--- config.mk ---
export PLATFORM = sky130hd
export DESIGN_NAME = sgdma_chain_engine
export DESIGN_NICKNAME = d
export VERILOG_FILES = /design/src/rtl/sgdma_pkg.sv /design/src/rtl/sgdma_ptr.sv /design/src/rtl/sgdma_desc_collect.sv /design/src/rtl/sgdma_chain_engine.sv
export SDC_FILE = /design/constraint.sdc
export NUM_CORES = 1
export LEC_CHECK = 0
export BUFFER_PORTS_ARGS = -buffer_cell sky130_fd_sc_hd__buf_2
export CAP_MARGIN = 10
export CORE_MARGIN = 3
export CORE_UTILIZATION = 60
export DETAILED_ROUTE_END_ITERATION = 10
export PLACE_DENSITY = 0.82
export SYNTH_ARGS = -nofsm -noshare
export SYNTH_HDL_FRONTEND = slang
export SYNTH_SLANG_ARGS = --single-unit
export TNS_END_PERCENT = 10
--- constraint.sdc ---
create_clock -name clk -period 4.7 [get_ports clk]
set_input_delay 0.47 -clock clk [delete_from_list [all_inputs] [get_ports clk]]
set_output_delay 0.47 -clock clk [all_outputs]
set_load 0.02 [all_outputs]
--- src/rtl/sgdma_pkg.sv ---
package sgdma_pkg;
    localparam int WORD_W      = 32;
    localparam int LEN_W       = 12;
    localparam int SRC_INC_BIT = 26;
    localparam int DST_INC_BIT = 27;
    localparam int DESC_WORDS  = 4;
    localparam int IDX_W       = $clog2(DESC_WORDS);
    localparam int WORD_BYTES  = WORD_W / 8;
    localparam int SEL_W       = 3;

    typedef logic [WORD_W-1:0] word_t;

    typedef enum logic [SEL_W-1:0] {
        SEL_SRC  = 3'd0,
        SEL_DST  = 3'd1,
        SEL_LINK = 3'd2,
        SEL_CTRL = 3'd3,
        SEL_GO   = 3'd4
    } sel_e;

    typedef enum logic [2:0] {
        ST_IDLE,
        ST_START,
        ST_READ,
        ST_WRITE,
        ST_FETCH
    } state_e;

    typedef struct packed {
        word_t src;
        word_t dst;
        word_t link;
        word_t ctrl;
    } desc_t;

    function automatic logic [LEN_W-1:0] blk_len(input word_t c);
        return c[LEN_W-1:0];
    endfunction

    function automatic word_t align_word(input word_t a);
        return {a[WORD_W-1:2], 2'b00};
    endfunction
endpackage

--- src/rtl/sgdma_ptr.sv ---
module sgdma_ptr #(
    parameter int W    = 32,
    parameter int STEP = 4
) (
    input  logic         clk,
    input  logic         rst,
    input  logic         load,
    input  logic [W-1:0] load_val,
    input  logic         step,
    output logic [W-1:0] ptr
);
    localparam logic [W-1:0] STEP_V = W'(STEP);

    always_ff @(posedge clk) begin
        if (rst)       ptr <= '0;
        else if (load) ptr <= load_val;
        else if (step) ptr <= ptr + STEP_V;
    end
endmodule

--- src/rtl/sgdma_desc_collect.sv ---
module sgdma_desc_collect
    import sgdma_pkg::*;
(
    input  logic             clk,
    input  logic             rst,
    input  logic             cap,
    input  logic [IDX_W-1:0] idx,
    input  word_t            word,
    output desc_t            desc
);
    word_t slot [DESC_WORDS-1];

    for (genvar i = 0; i < DESC_WORDS - 1; i++) begin : g_slot
        always_ff @(posedge clk) begin
            if (rst)                      slot[i] <= '0;
            else if (cap && idx == IDX_W'(i)) slot[i] <= word;
        end
    end

    always_comb begin
        desc.src  = slot[0];
        desc.dst  = slot[1];
        desc.link = slot[2];
        desc.ctrl = word;
    end
endmodule

--- src/rtl/sgdma_chain_engine.sv ---
module sgdma_chain_engine
    import sgdma_pkg::*;
(
    input  logic             clk,
    input  logic             rst,
    input  logic             cfg_we,
    input  logic [SEL_W-1:0] cfg_sel,
    input  logic [31:0]      cfg_wdata,
    output logic             mem_req,
    output logic             mem_we,
    output logic [31:0]      mem_addr,
    output logic [31:0]      mem_wdata,
    input  logic [31:0]      mem_rdata,
    input  logic             mem_ack,
    input  logic             mem_err,
    output logic             busy,
    output logic             done,
    output logic             err_flag
);
    localparam logic [IDX_W-1:0] LAST_IDX = IDX_W'(DESC_WORDS - 1);

    state_e           st;
    logic [IDX_W-1:0] fidx;
    word_t            link_q, ctrl_q, data_q;
    logic [LEN_W-1:0] remain;
    word_t            src_ptr, dst_ptr;
    desc_t            fdesc;

    logic idle_wr, fetch_last, wr_ack;
    assign idle_wr    = cfg_we && (st == ST_IDLE);
    assign fetch_last = (st == ST_FETCH) && mem_ack && (fidx == LAST_IDX);
    assign wr_ack     = (st == ST_WRITE) && mem_ack;

    sgdma_desc_collect u_collect (
        .clk  (clk),
        .rst  (rst),
        .cap  ((st == ST_FETCH) && mem_ack),
        .idx  (fidx),
        .word (mem_rdata),
        .desc (fdesc)
    );

    sgdma_ptr #(.W(WORD_W), .STEP(WORD_BYTES)) u_src (
        .clk      (clk),
        .rst      (rst),
        .load     ((idle_wr && cfg_sel == SEL_SRC) || fetch_last),
        .load_val (fetch_last ? fdesc.src : cfg_wdata),
        .step     (wr_ack && ctrl_q[SRC_INC_BIT]),
        .ptr      (src_ptr)
    );

    sgdma_ptr #(.W(WORD_W), .STEP(WORD_BYTES)) u_dst (
        .clk      (clk),
        .rst      (rst),
        .load     ((idle_wr && cfg_sel == SEL_DST) || fetch_last),
        .load_val (fetch_last ? fdesc.dst : cfg_wdata),
        .step     (wr_ack && ctrl_q[DST_INC_BIT]),
        .ptr      (dst_ptr)
    );

    // Memory port is a pure function of state so it stays put until answered.
    always_comb begin
        mem_req   = 1'b0;
        mem_we    = 1'b0;
        mem_addr  = '0;
        mem_wdata = '0;
        unique case (st)
            ST_READ:  begin mem_req = 1'b1; mem_addr = src_ptr; end
            ST_WRITE: begin
                mem_req   = 1'b1;
                mem_we    = 1'b1;
                mem_addr  = dst_ptr;
                mem_wdata = data_q;
            end
            ST_FETCH: begin
                mem_req  = 1'b1;
                mem_addr = align_word(link_q) + {28'd0, fidx, 2'b00};
            end
            default: ;
        endcase
    end

    assign busy = (st != ST_IDLE);

    always_ff @(posedge clk) begin
        if (rst) begin
            st       <= ST_IDLE;
            fidx     <= '0;
            link_q   <= '0;
            ctrl_q   <= '0;
            data_q   <= '0;
            remain   <= '0;
            done     <= 1'b0;
            err_flag <= 1'b0;
        end else begin
            done <= 1'b0;
            unique case (st)
                ST_IDLE: begin
                    if (cfg_we) begin
                        if (cfg_sel == SEL_LINK) link_q <= cfg_wdata;
                        if (cfg_sel == SEL_CTRL) ctrl_q <= cfg_wdata;
                        if (cfg_sel == SEL_GO && cfg_wdata[0]) begin
                            st       <= ST_START;
                            err_flag <= 1'b0;
                        end
                    end
                end
                ST_START: begin
                    remain <= blk_len(ctrl_q);
                    if (blk_len(ctrl_q) != '0) begin
                        st <= ST_READ;
                    end else if (link_q == '0) begin
                        st   <= ST_IDLE;
                        done <= 1'b1;
                    end else begin
                        st   <= ST_FETCH;
                        fidx <= '0;
                    end
                end
                ST_READ: begin
                    if (mem_err) begin
                        st       <= ST_IDLE;
                        err_flag <= 1'b1;
                    end else if (mem_ack) begin
                        data_q <= mem_rdata;
                        st     <= ST_WRITE;
                    end
                end
                ST_WRITE: begin
                    if (mem_err) begin
                        st       <= ST_IDLE;
                        err_flag <= 1'b1;
                    end else if (mem_ack) begin
                        remain <= remain - 1'b1;
                        if (remain != LEN_W'(1)) begin
                            st <= ST_READ;
                        end else if (link_q == '0) begin
                            st   <= ST_IDLE;
                            done <= 1'b1;
                        end else begin
                            st   <= ST_FETCH;
                            fidx <= '0;
                        end
                    end
                end
                ST_FETCH: begin
                    if (mem_err) begin
                        st       <= ST_IDLE;
                        err_flag <= 1'b1;
                    end else if (mem_ack) begin
                        if (fidx == LAST_IDX) begin
                            link_q <= fdesc.link;
                            ctrl_q <= fdesc.ctrl;
                            st     <= ST_START;
                        end else begin
                            fidx <= fidx + 1'b1;
                        end
                    end
                end
                default: st <= ST_IDLE;
            endcase
        end
    end
endmodule

==> flow_summary.toml, run 1 <==
[cts]
cts_tree = "yes"
root_buffer = "clkbuf_16"
clk_pin_slew_ns = 0.06
post_cts_buffers = 0
cts_buffer_depth = 3
clk_latency_ns = 0.55
cts_max_level = 1
ctsHoldBuffers = 0
cts_buffers = 28
cts_resized = 0
cts.sinks = 257

[sta]
min_period_over_period_pct = 82.74
hold_slack_ns = 0.1758
tightest_slew_ns = 1.264
fin_crit_ns = 3.889
max_slew_margin_pct = 15.75
setup_tns_ns = 0
drv_slew = 0
fmax_ghz = 0.2572
fin_skew_ns = 0.01865
rsz0062_at_grt = "false"
worst_slack_ns = 0.8113
finalHoldViolations = 0
finalSetupViolCount = 0

[critical_path]
path_max_fanout = 8
path_cells = "ha_1 -> fa_1 -> and4_1 -> nor4bb_1 -> nand3_1 -> xor2_1 -> o22ai_1 -> buf_2"
arrival_ns = 3.42
crit_path_top_delay_cell = "nor4bb_1"
cp-start-kind = "register"
critPathRequiredTime_ns = 4.23
crit_path_end_kind = "output port"
critical_path_class = "register to output port"
critPathMaxStageDelay_ns = 1.00

[logic_synthesis]
synthTopCellsByArea = "dfxtp_1, edfxtp_1, and2_1"
synth-xor-area-share_pct = 3.713
synth_mux_area_share_pct = 3.091
yosysTopAreaCellShare_pct = 23.56
synth-edff-count = 96
synth_cell_types = 72
synth_adder_area_share_pct = 1.061
ys_warn_count = 0
synth_top_family_by_area = "simple AND/OR/NAND/NOR gates"
syn-cell-area_mm2 = 0.01368
synth_area_per_cell_um2 = 8.827
yosysSeqAreaShare_pct = 44.63
syn_nets = 1633
yosysMostFrequentCell = "nand2_1"
synth_compound_area_share_pct = 17.85
netlist_top_cells_count = "nand2_1, dfxtp_1, and2_1, a21oi_1"
yosys.area_share.simple_pct = 25.56
netlist_instances = 1550
async_flop_share_pct = 0
ys_ff_latch = 257
yosys_most_used_dff = "dfxtp_1"
synth_largest_area_cell = "dfxtp_1"

[final_layout]
drive_gt1_share_pct = 14.64
utilization_pct = 70.52
fin_nets = 1707
diodes = 0
area_growth_pct = 13.87

[global_routing]
grt_max_degree = 82
antenna_found_initial = 1
grt_usage_pct = 36.56
grt_pass1_vias = 11790
grt_pass1_wl_um = 70120
grt_overflow = 0

[power_and_ir_drop]
p_leak_uw = 0.005595
clock_power_share_pct = 47.4
peakVddDrop_v = 0.0003398
pwr-share-seq_pct = 45.8
power_density_mw_per_mm2 = 342.5
total_power_uw = 5336
combPwrFrac_pct = 6.9
p_int_uw = 4075
sw_frac_of_total_pct = 23.64
net-switching-power_uw = 1261

[die]
fp-row-count = 54
die_x_um = 157.0
dieArea_mm2 = 0.02465
chipHeight_um = 157.0
fp.coreArea_mm2 = 0.02209
num_io_pins = 141
start_util_pct = 61.93

[placement]
place_ws_ns = 1.449
io_buffers = 140
dpl.hpwl_um = 32070
routabilityCongestion = 1.037

[routing]
detail-route-antenna-nets = 0
first_iter_violations = 1978
via_per_inst = 6.637
drc = 0
firstDrtPassIters = 6
wl_um = 45440
routedWlPerCell_um = 23.59
via_count = 12780

[job]
max_cap_viol_count = 0

[min_path]
hold_class = "primary input to register"

[run_status]
outcome = "finished, final reports clean"
==> cell usage in the layout, fill, tap and decap left out, types with 13 or more instances in the layout <==
cell and instances:
clkbuf_16 29, a31oi_1 19, edfxtp_1 96, nor3_1 28
a211oi_1 40, mux2i_1 40, and2_1 150, dfxtp_1 160
a311oi_1 27, nand3_1 46, xnor2_1 24, nor2_1 99
a221oi_1 13, buf_2 139, nand2_1 202, nor4_1 24
and3_1 19, buf_4 24, nand4_1 43, xor2_1 34
o22ai_1 39, a21oi_1 114, a22oi_1 20, inv_1 18
o21ai_0 27
==> final timing paths <==
path                            cells past startpoint     startpoint  slack [ns]       endpoint
worst min-delay path                                3  mem_rdata[25]        0.18     data_q[25]
worst min register to register                      2      data_q[5]        0.45      data_q[5]
worst max-delay path                                8        fidx[0]        0.81   mem_addr[30]
worst max register to register                      5          st[2]        1.35  u_dst.ptr[14]
==> through the flow <==
step / cell area, um^2 / cells
4_1_cts: 15550 / 1925
3_5_place_dp: 14500 / 1873
5_1_grt: 15580 / 1926
3_3_place_gp: 14500 / 1873
6_report: 15580 / 1926
2_1_floorplan: 13680 / 1550
==> worst max-delay path: cells and delay by family (launching register included) <==
family          cells  cell delay (ns)
buf+inv             1             0.19
xor+xnor            1             0.20
compound gates      1             0.17
flops               1             0.39
simple gates        3             1.48
fa+ha+maj           2             0.45
==> logic make-up (layout without fill, tap and decap cells) <==
group                    after synthesis  count (layout)
buffers and inverters                139             235
AND/OR/NAND/NOR                      679             679
adder cells (fa/ha/maj)               11              11
XOR/XNOR                              58              58
flip-flops                           257             257
multiplexers                          42              42
AO/OA/AOI/OAI                        364             364
==> state kept, by name, indices dropped and copies added, names as in the netlist <==
register        cells
ctrl_q             14
data_q             32
done                1
err_flag            1
fidx                2
link_q             32
remain             12
st                  3
u_collect.slot     96
u_dst.ptr          32
u_src.ptr          32
==> power groups by stage <==
stage	clock network, uW	registers (uW)	logic (uW)
after floorplan	0	2460	217
after global placement	0	2480	347
after detailed placement	0	2490	354
after CTS	2530	2440	356
after global routing	2620	2450	393
final	2530	2440	367
==> final cells by class <==
type,count,area (um^2)
Clock buffer,34,754.5
Clock inverter,18,302.8
Fill cell,1734,6514
Inverter,18,67.56
Multi-Input combinational cell,1154,7074
Sequential cell,257,6107
Tap cell,280,350.3
Timing Repair Buffer,165,923.4
==> metal layers <==
layer	global-route usage [%]	vias to the layer above	share of wire [%]
met4	8.378	2	1.9
met1	56.44	6006	41
met5	0	-	0.026
met3	9.651	75	15
met2	51.25	877	42
li1	-	5823	-
Power figures use the tool's default switching activity.
==> inputs of run 2 (changes only) <==
--- a/config.mk
+++ b/config.mk
@@ -8,9 +8,9 @@
 export BUFFER_PORTS_ARGS = -buffer_cell sky130_fd_sc_hd__buf_2
 export CAP_MARGIN = 10
 export CORE_MARGIN = 3
-export CORE_UTILIZATION = 60
+export CORE_UTILIZATION = 54
 export DETAILED_ROUTE_END_ITERATION = 10
-export PLACE_DENSITY = 0.82
+export PLACE_DENSITY = 0.78
 export SYNTH_ARGS = -nofsm -noshare
 export SYNTH_HDL_FRONTEND = slang
 export SYNTH_SLANG_ARGS = --single-unit
==> constraint.sdc (replaced) <==
create_clock -name clk -period 3.1 [get_ports clk]
set_input_delay 0.31 -clock clk [delete_from_list [all_inputs] [get_ports clk]]
set_output_delay 0.31 -clock clk [all_outputs]
set_load 0.02 [all_outputs]
==> flow_summary.toml, run 2 (synthesis results as in run 1) <==
[run_status]
outcome = "finished, final reports clean"

[die]
start_util_pct = 55.61
dieArea_mm2 = 0.02728
die_x_um = 165.2
fp-row-count = 57
num_io_pins = 141
chipHeight_um = 165.2
fp.coreArea_mm2 = 0.02460

[global_routing]
grt_usage_pct = 32.77
grt_pass1_wl_um = 69030
grt_pass1_vias = 11700
grt_util_met1_pct = 50.50
grt_overflow = 0
gr-max-usage-layer = "met1"
grtUsageMet3_pct = 7.134
met2_usage_pct = 46.40
antenna_found_initial = 0
grt_max_degree = 70

[power_and_ir_drop]
clock_power_share_pct = 42.1
combPwrFrac_pct = 7.7
peakVddDrop_v = 0.0003983
p_leak_uw = 0.005607
power_density_mw_per_mm2 = 472.9
net-switching-power_uw = 1816
pwr-share-seq_pct = 50.1
sw_frac_of_total_pct = 24.59
p_int_uw = 5569
total_power_uw = 7385

[cts]
ctsHoldBuffers = 0
clk_pin_slew_ns = 0.06
cts.sinks = 257
cts_max_level = 1
root_buffer = "clkbuf_16"
cts_buffers = 27
clk_latency_ns = 0.55
cts_buffer_depth = 3
cts_tree = "yes"

[critical_path]
cp-start-kind = "register"
path_max_fanout = 8
r2r_setup_slack_ns = 0.52
crit_path_end_kind = "output port"
critical_path_class = "register to output port"
r2r-end = "u_dst.ptr[30]"
arrival_ns = 2.71
timing.rr.start = "fidx[1]"
critPathRequiredTime_ns = 2.79
reg2regPathDepth = 6

[placement]
place_ws_ns = 0.5778
dp.cells = 1939
io_buffers = 140
routabilityCongestion = 1.014
dpl.hpwl_um = 33100

[sta]
rsz0062_at_grt = "false"
fmax_ghz = 0.3306
drv_slew = 0
min_period_over_period_pct = 97.56
setup_tns_ns = 0
finalSetupViolCount = 0
fin_skew_ns = 0.01861
max_slew_margin_pct = 27.52
tightest_slew_ns = 1.087
hold_slack_ns = 0.03273
worst_slack_ns = 0.07556
fin_crit_ns = 3.024
finalHoldViolations = 0

[routing]
via_per_inst = 6.481
routedWlPerCell_um = 22.82
first_iter_violations = 1743
via_count = 12900
firstDrtPassIters = 6
detail-route-antenna-nets = 0
wl_um = 45410
drc = 0

[final_layout]
final_common_cell = "nand2_1"
largest_reg_flops = 96
fin_cells = 1990
diodes = 0
layout_common_cells = "nand2_1, dfxtp_1, and2_1"
regMostFlops = "u_collect.slot"
fin_nets = 1729
drive_gt1_share_pct = 15.73
fillers = 2103
area_growth_pct = 14.13

[min_path]
min_from = "mem_rdata[25]"
holdPathEnd = "data_q[25]"
hold_class = "primary input to register"
hold_depth = 3

[job]
max_cap_viol_count = 0
run 2: metrics by stage:
step	area, um^2	util (%)
after floorplan	13680	-
after global placement	14740	59.91
after detailed placement	14740	59.91
after CTS	15570	63.30
after global routing	15620	63.46
final	15620	63.46
run 2: layout make-up:
type	instances	area, um^2	area share [%]
inverters	18	67.56	0.4327
clock inverters	15	121.4	0.7772
flip-flops and latches	257	6110	39.13
multi-input cells	1154	7083	45.36
clock buffers	34	711.9	4.559
repair buffers	188	1116	7.147
well taps	324	405.4	2.596
run 2: worst max path at each step:
stage	startpoint	end	slack (ns)	cells past startpoint
2_1_floorplan	st[1]	u_collect.slot[0][0]	-0.14	6
3_3_place_gp	st[0]	u_dst.ptr[16]	0.68	6
3_5_place_dp	st[0]	u_dst.ptr[18]	0.58	6
4_1_cts	fidx[0]	mem_addr[28]	0.05	9
5_1_grt	link_q[12]	mem_addr[31]	0.01	6
6_report	link_q[12]	mem_addr[31]	0.08	6
run 2: timing repair:
action / in CTS / in global routing
gates resized for setup: 0 / 9
setup buffers: 0 / 2
setup endpoints to repair: 0 / 6
run 2: worst max-delay path, stage by stage (launching register included):
cell and delay (ns):
dfxtp_1 0.55, and4_1 0.36, and2_1 0.36, nand3_1 0.18, or4_1 0.42, nand3_1 0.12, buf_2 0.17
run 2: metal layers:
| layer | part of all wire (%) | wire [um] |
|---|---|---|
| met5 | 0 | 0 |
| met4 | 2.3 | 1035 |
| met3 | 14 | 6306 |
| met2 | 41 | 18640 |
| met1 | 43 | 19420 |
run 2: power by group through the flow:
stage | clock network, uW | logic (uW) | registers (uW)
6_report | 3110 | 570 | 3700
5_1_grt | 3270 | 608 | 3710
4_1_cts | 3120 | 551 | 3700
3_5_place_dp | 0 | 548 | 3770
3_3_place_gp | 0 | 536 | 3760
2_1_floorplan | 0 | 330 | 3720
